## src/rtl/sfm_pkg.sv

```systemverilog
// Package: shared types for the sensor fault monitor.
// Assumes: nothing beyond standard SystemVerilog.
package sfm_pkg;

    // Mode bits of one lane, grouped for internal routing.
    typedef struct packed {
        logic enable;
        logic force_set;
        logic clear;
        logic override;
    } lane_mode_t;

endpackage

```

## src/rtl/sfm_compare.sv

```systemverilog
// Module: sfm_compare
// Does: flags a signed sample that lies strictly above a fixed threshold.
// Assumes: THRESH fits in SAMPLE_W signed bits.
module sfm_compare #(
    parameter int SAMPLE_W = 16,
    parameter int THRESH   = 2
) (
    input  logic signed [SAMPLE_W-1:0] sample_i,
    output logic                       over_o
);
    localparam logic signed [SAMPLE_W-1:0] THR = SAMPLE_W'(THRESH);

    // Purpose: signed strict compare.
    always_comb begin
        over_o = (sample_i > THR);
    end
endmodule

```

## src/rtl/sfm_confirm.sv

```systemverilog
// Module: sfm_confirm
// Does: raises conf_o when qual_i has been high in the current cycle and in
//       each of the previous D cycles.
// Assumes: D >= 1. Reset is synchronous and active low.
module sfm_confirm #(
    parameter int D = 8
) (
    input  logic clk,
    input  logic rst_n,
    input  logic qual_i,
    output logic conf_o
);
    localparam int CW = $clog2(D + 1);
    localparam logic [CW-1:0] CMAX = CW'(D);

    // Length of the qualifying run in previous cycles, saturating at D.
    logic [CW-1:0] run_q;

    // Purpose: count the run of qualifying cycles; clear on a miss or on reset.
    always_ff @(posedge clk) begin
        if (!rst_n)              run_q <= '0;
        else if (!qual_i)        run_q <= '0;
        else if (run_q != CMAX)  run_q <= run_q + 1'b1;
    end

    // Purpose: the current cycle plus D earlier cycles all qualify.
    always_comb begin
        conf_o = qual_i && (run_q == CMAX);
    end

    // the confirmed flag never stands without a qualifying cycle.
    p_conf_needs_qual_r2: assert property (@(posedge clk) disable iff (!rst_n)
        conf_o |-> qual_i);
    // the confirmed flag also needs the previous cycle to qualify.
    p_conf_needs_prev_r3: assert property (@(posedge clk) disable iff (!rst_n)
        (conf_o && $past(rst_n)) |-> $past(qual_i));
    // the run counter never passes its limit.
    p_run_bounded_r2: assert property (@(posedge clk) disable iff (!rst_n)
        run_q <= CMAX);
endmodule

```

## src/rtl/sfm_latch.sv

```systemverilog
// Module: sfm_latch
// Does: a set/reset store in which clear wins. The output is combinational
//       in the current cycle: q = (set | q_prev) & ~clear.
// Assumes: reset is synchronous and active low.
module sfm_latch (
    input  logic clk,
    input  logic rst_n,
    input  logic set_i,
    input  logic clr_i,
    output logic q_o
);
    logic held_q;

    // Purpose: current-cycle store output, with clear taking priority.
    always_comb begin
        q_o = (set_i || held_q) && !clr_i;
    end

    // Purpose: keep the store value for the next cycle.
    always_ff @(posedge clk) begin
        if (!rst_n) held_q <= 1'b0;
        else        held_q <= q_o;
    end

    // clear forces the store output low.
    p_clear_wins_r5: assert property (@(posedge clk) disable iff (!rst_n)
        clr_i |-> !q_o);
    // a set without clear shows at once.
    p_set_shows_r4: assert property (@(posedge clk) disable iff (!rst_n)
        (set_i && !clr_i) |-> q_o);
    // the stored value holds while clear stays low.
    p_hold_r6: assert property (@(posedge clk) disable iff (!rst_n)
        (!clr_i && $past(q_o) && $past(rst_n)) |-> q_o);
endmodule

```

## src/rtl/sensor_fault_monitor.sv

```systemverilog
// Module: sensor_fault_monitor (top)
// Does: compares a sample with a threshold, gates the result with the lane
//       enable, confirms it over CONFIRM_D+1 cycles, stores the fault in a
//       clear-dominant store and drives the alarm. The override input forces
//       the alarm.
// Assumes: a single clock; synchronous active-low reset; CONFIRM_D >= 1.
module sensor_fault_monitor #(
    parameter int SAMPLE_W  = 16,
    parameter int THRESH    = 2,
    parameter int CONFIRM_D = 8
) (
    input  logic                       clk,
    input  logic                       rst_n,
    input  logic signed [SAMPLE_W-1:0] sample_i,
    input  logic                       mode_enable_i,
    input  logic                       mode_force_set_i,
    input  logic                       mode_clear_i,
    input  logic                       mode_override_i,
    output logic                       over_thresh_o,
    output logic                       confirmed_o,
    output logic                       latched_o,
    output logic                       alarm_o
);
    import sfm_pkg::*;

    lane_mode_t mode;
    logic       qual;
    logic       store_set;

    // Purpose: group the mode bits.
    always_comb begin
        mode.enable    = mode_enable_i;
        mode.force_set = mode_force_set_i;
        mode.clear     = mode_clear_i;
        mode.override  = mode_override_i;
    end

    sfm_compare #(.SAMPLE_W(SAMPLE_W), .THRESH(THRESH)) i_cmp (
        .sample_i (sample_i),
        .over_o   (over_thresh_o)
    );

    // Purpose: gate the compare result with the lane enable.
    always_comb begin
        qual = over_thresh_o && mode.enable;
    end

    sfm_confirm #(.D(CONFIRM_D)) i_conf (
        .clk    (clk),
        .rst_n  (rst_n),
        .qual_i (qual),
        .conf_o (confirmed_o)
    );

    // Purpose: the store is set directly or by a confirmed fault.
    always_comb begin
        store_set = mode.force_set || confirmed_o;
    end

    sfm_latch i_latch (
        .clk   (clk),
        .rst_n (rst_n),
        .set_i (store_set),
        .clr_i (mode.clear),
        .q_o   (latched_o)
    );

    // Purpose: the alarm comes from the override or from the store.
    always_comb begin
        alarm_o = mode.override || latched_o;
    end

    // the override always raises the alarm.
    p_override_r7: assert property (@(posedge clk) disable iff (!rst_n)
        mode_override_i |-> alarm_o);
    // with no override and an empty store, the alarm is low.
    p_quiet_r8: assert property (@(posedge clk) disable iff (!rst_n)
        (!mode_override_i && !latched_o) |-> !alarm_o);
    // a disabled lane cannot confirm a fault.
    p_enable_gate_r2: assert property (@(posedge clk) disable iff (!rst_n)
        !mode_enable_i |-> !confirmed_o);
endmodule

```

## config.mk

```make
export PLATFORM = sky130hd
export DESIGN_NAME = sensor_fault_monitor
export DESIGN_NICKNAME = d
export VERILOG_FILES = /design/src/rtl/sfm_pkg.sv /design/src/rtl/sfm_compare.sv /design/src/rtl/sfm_confirm.sv /design/src/rtl/sfm_latch.sv /design/src/rtl/sensor_fault_monitor.sv
export SDC_FILE = /design/constraint.sdc
export NUM_CORES = 1
export LEC_CHECK = 0
export ABC_AREA = 1
export BUFFER_PORTS_ARGS = -buffer_cell sky130_fd_sc_hd__buf_2
export CORE_AREA = 2 2 39 41
export DETAILED_ROUTE_END_ITERATION = 7
export DIE_AREA = 0 0 41 43
export SYNTH_ARGS = -nofsm -noshare
export SYNTH_HDL_FRONTEND = slang
export SYNTH_HIERARCHICAL = 1
export SYNTH_SLANG_ARGS = --single-unit
```

## constraint.sdc

```tcl
create_clock -name clk -period 3 [get_ports clk]
set_input_delay 0 -clock clk [delete_from_list [all_inputs] [get_ports clk]]
set_output_delay 0 -clock clk [all_outputs]
set_load 0.1 [all_outputs]
```

==> flow_summary.yaml <==
run_status:
  status: "finished clean"
sta:
  setup_tns_ps: 0
  rsz0062_at_grt: "no"
  fin_crit_ps: 1880
  fmax_mhz: 531
  skew_ps: 7.47
  post-route-period-util_pct: 62.8
  slew_viol_final: 0
  max_slew.worst_pin.slew_ps: 487
  setup_viol: 0
  maxSlewHeadroom_pct: 67.7
  hold_viol_final: 0
global_routing:
  grt_first_pass_wirelength_mm: 1.32
  grt_max_degree: 6
  gr-total-overflow: 0
  grt_pass1_vias: 384
  antenna_found_initial: 0
  track_usage_pct: 11.3
critical_path:
  worstSetupPathType: "reg -> reg"
  cp-end-kind: "register"
  critPathMaxFanout: 5
  rrSetupSlack_ps: 1120
  critPathLaunchType: "register"
  r2r-end: "i_latch/held_q"
  cp.arrival_ps: 2010
  timing.rr.start: "i_conf/run_q[0]"
  r2r_cells: 9
  worst-endpoint-required_ps: 3120
power:
  power.leakage_nw: 0.319
  intPower_w: 0.000137
  combPwrFrac_pct: 25.7
  p_sw_share_pct: 30.9
  p_sw_w: 0.0000613
  p_seq_share_pct: 34.8
  pwr-share-clk_pct: 39.4
  power_density_mw_per_mm2: 348
  max-vdd-ir-drop_mv: 0.137
route:
  routedWlPerCell_um: 7.23
  dr.pass1.iters: 3
  vias_per_cell: 3.90
  drt_iter0_markers: 1
  drt.antenna.violating_nets: 0
  drc: 0
  num_vias: 429
  postRouteWirelength_um: 795
cts:
  cts_tree: "done"
  cts_buffers: 3
  path_clk_slew_ps: 50
  cts.htree.levels: 1
  clock_path_buffers: 2
  cts_setup_buffers: 0
  cts_root_buf: "clkbuf_4"
  clk_latency_ps: 240
  cts_sinks: 5
placement:
  port_buffers: 25
  dp_hpwl_um: 638
  gp_congestion: 0.668
  placed_cell_area_sq_um: 523
synth:
  synth_edf_count: 0
  netlist_top_cells_count: "19 x nor2_1, 18 x nand2_1, 14 x inv_1"
  yosysSeqAreaShare_pct: 28.5
  synth_fp_nets: 87
  async_reset_ff_share_pct: 0
  netlist.area_leader.share_pct: 28.5
  yosysWarnings: 6
  synthCells: 63
  synth_cell_types: 10
  synth.area.top_cells: "dfxtp_1 28%, nor2_1 20%, nand2_1 19%, inv_1 15%, ha_1 7.1%"
  yosysTopAreaCell: "dfxtp_1"
  yosysMostFrequentCell: "nor2_1"
  netlist_area_sq_um: 352
  ys.flop_type: "dfxtp_1"
  syn_area_per_cell_sq_um: 5.58
  synth-seq-cells: 5
floorplanning:
  num_io_pins: 26
  die_w_um: 41
  die-area_sq_mm: 0.00176
  die_h_um: 43
  core_sq_mm: 0.00138
  start_util_pct: 25.4
  rows: 14
hold_path:
  hp-class: "in -> reg"
  min_delay_path_depth: 5
  hold_end: "i_conf/run_q[3]"
  min_from: "rst_n"
run:
  drv_cap: 0
final_layout:
  register_area_sq_um: 100
  nets: 119
  multi_input_area_sq_um: 225
  postLayoutCellArea_sq_um: 569
  area_delta_synth_final_pct: 61.9
  num-fill-cells: 151
  drive_above_1_share_pct: 35.1
  antennaDiodeCount: 0
==> worst max-delay path, cell delays in order (launching register included) <==
cell,delay (ps)
dfxtp_1,380
inv_1,60
ha_1,220
nand3_2,140
nor2_4,40
inv_1,40
nand2_1,40
nor2_1,220
nor3_2,60
dlygate4sd3_1,570
==> kinds of logic after synthesis <==
| kind of cell | count (synthesis) | share of synthesized area (%) |
|---|---|---|
| AND/OR/NAND/NOR | 41 | 48.0 |
| adder cells (fa/ha/maj) | 2 | 7.12 |
| AO/OA/AOI/OAI | 1 | 1.42 |
| buffers and inverters | 14 | 14.9 |
| flip-flops | 5 | 28.5 |
==> worst max-delay path by stage <==
stage                          startpoint              to  slack [ps]  cells past startpoint
after global routing      i_conf/run_q[0]  i_latch/held_q         960                      9
after global placement    i_conf/run_q[0]         alarm_o        1470                     11
final                     i_conf/run_q[0]  i_latch/held_q        1120                      9
after floorplan               sample_i[0]         alarm_o          70                     14
after CTS                 i_conf/run_q[0]  i_latch/held_q        1120                      9
after detailed placement  i_conf/run_q[0]         alarm_o        1430                     11
==> placed cells by master (no fill, tap or decap) <==
| master | instances |
|---|---|
| nor2_1 | 17 |
| dfxtp_1 | 5 |
| nor2_4 | 2 |
| a21oi_4 | 1 |
| clkbuf_4 | 3 |
| nor3_1 | 1 |
| nand2_1 | 18 |
| buf_2 | 25 |
| dlygate4sd3_1 | 2 |
| inv_1 | 14 |
| nand3_1 | 1 |
| clkbuf_1 | 1 |
| nand3_2 | 1 |
| nor3_2 | 1 |
| ha_1 | 2 |
==> layout make-up <==
cell class	count	share of cell area (%)
sequential	5	17.6
timing repair buffer	27	25.5
multi-input combinational	44	39.6
tap	16	3.52
clock buffer	4	4.62
inverter	14	9.23
==> metrics by stage <==
| step | worst slack (ps) | power, W | cells | hold slack, ps | utilization (%) |
|---|---|---|---|---|---|
| 6_report | 1120 | 0.000198 | 110 | 126 | 41.1 |
| 5_1_grt | 957 | 0.000212 | 110 | 146 | 41.1 |
| 4_1_cts | 1120 | 0.000201 | 110 | 128 | 41.1 |
| 3_5_place_dp | 1430 | 0.000120 | 104 | 222 | 37.8 |
| 3_3_place_gp | 1470 | 0.000119 | 104 | 220 | 37.8 |
| 2_1_floorplan | 68.9 | 0.000102 | 63 | 70.9 | - |
==> state kept, by name, indices dropped and copies added (netlist names) <==
signal	flops
i_conf/run_q	4
i_latch/held_q	1
==> power by group through the flow <==
stage / registers, W / clock network [W] / logic, W
after floorplan: 0.0000700 / 0 / 0.0000318
after global placement: 0.0000702 / 0 / 0.0000490
after detailed placement: 0.0000702 / 0 / 0.0000494
after CTS: 0.0000690 / 0.0000803 / 0.0000513
after global routing: 0.0000691 / 0.0000867 / 0.0000561
final: 0.0000691 / 0.0000782 / 0.0000510
==> layer usage <==
metal / vias up / wire length (um) / global-route usage [%]
li1: 244 / - / -
met1: 163 / 324 / 12.8
met2: 20 / 397 / 17.2
met3: 2 / 61 / 1.57
met4: 0 / 12 / 10.0
met5: - / 0 / 0
==> repair_timing <==
action | in CTS | in global routing
gates resized for setup | 0 | 0
hold buffers | 2 | 0
hold endpoints to repair | 1 | 0
Power figures use the tool's default switching activity.
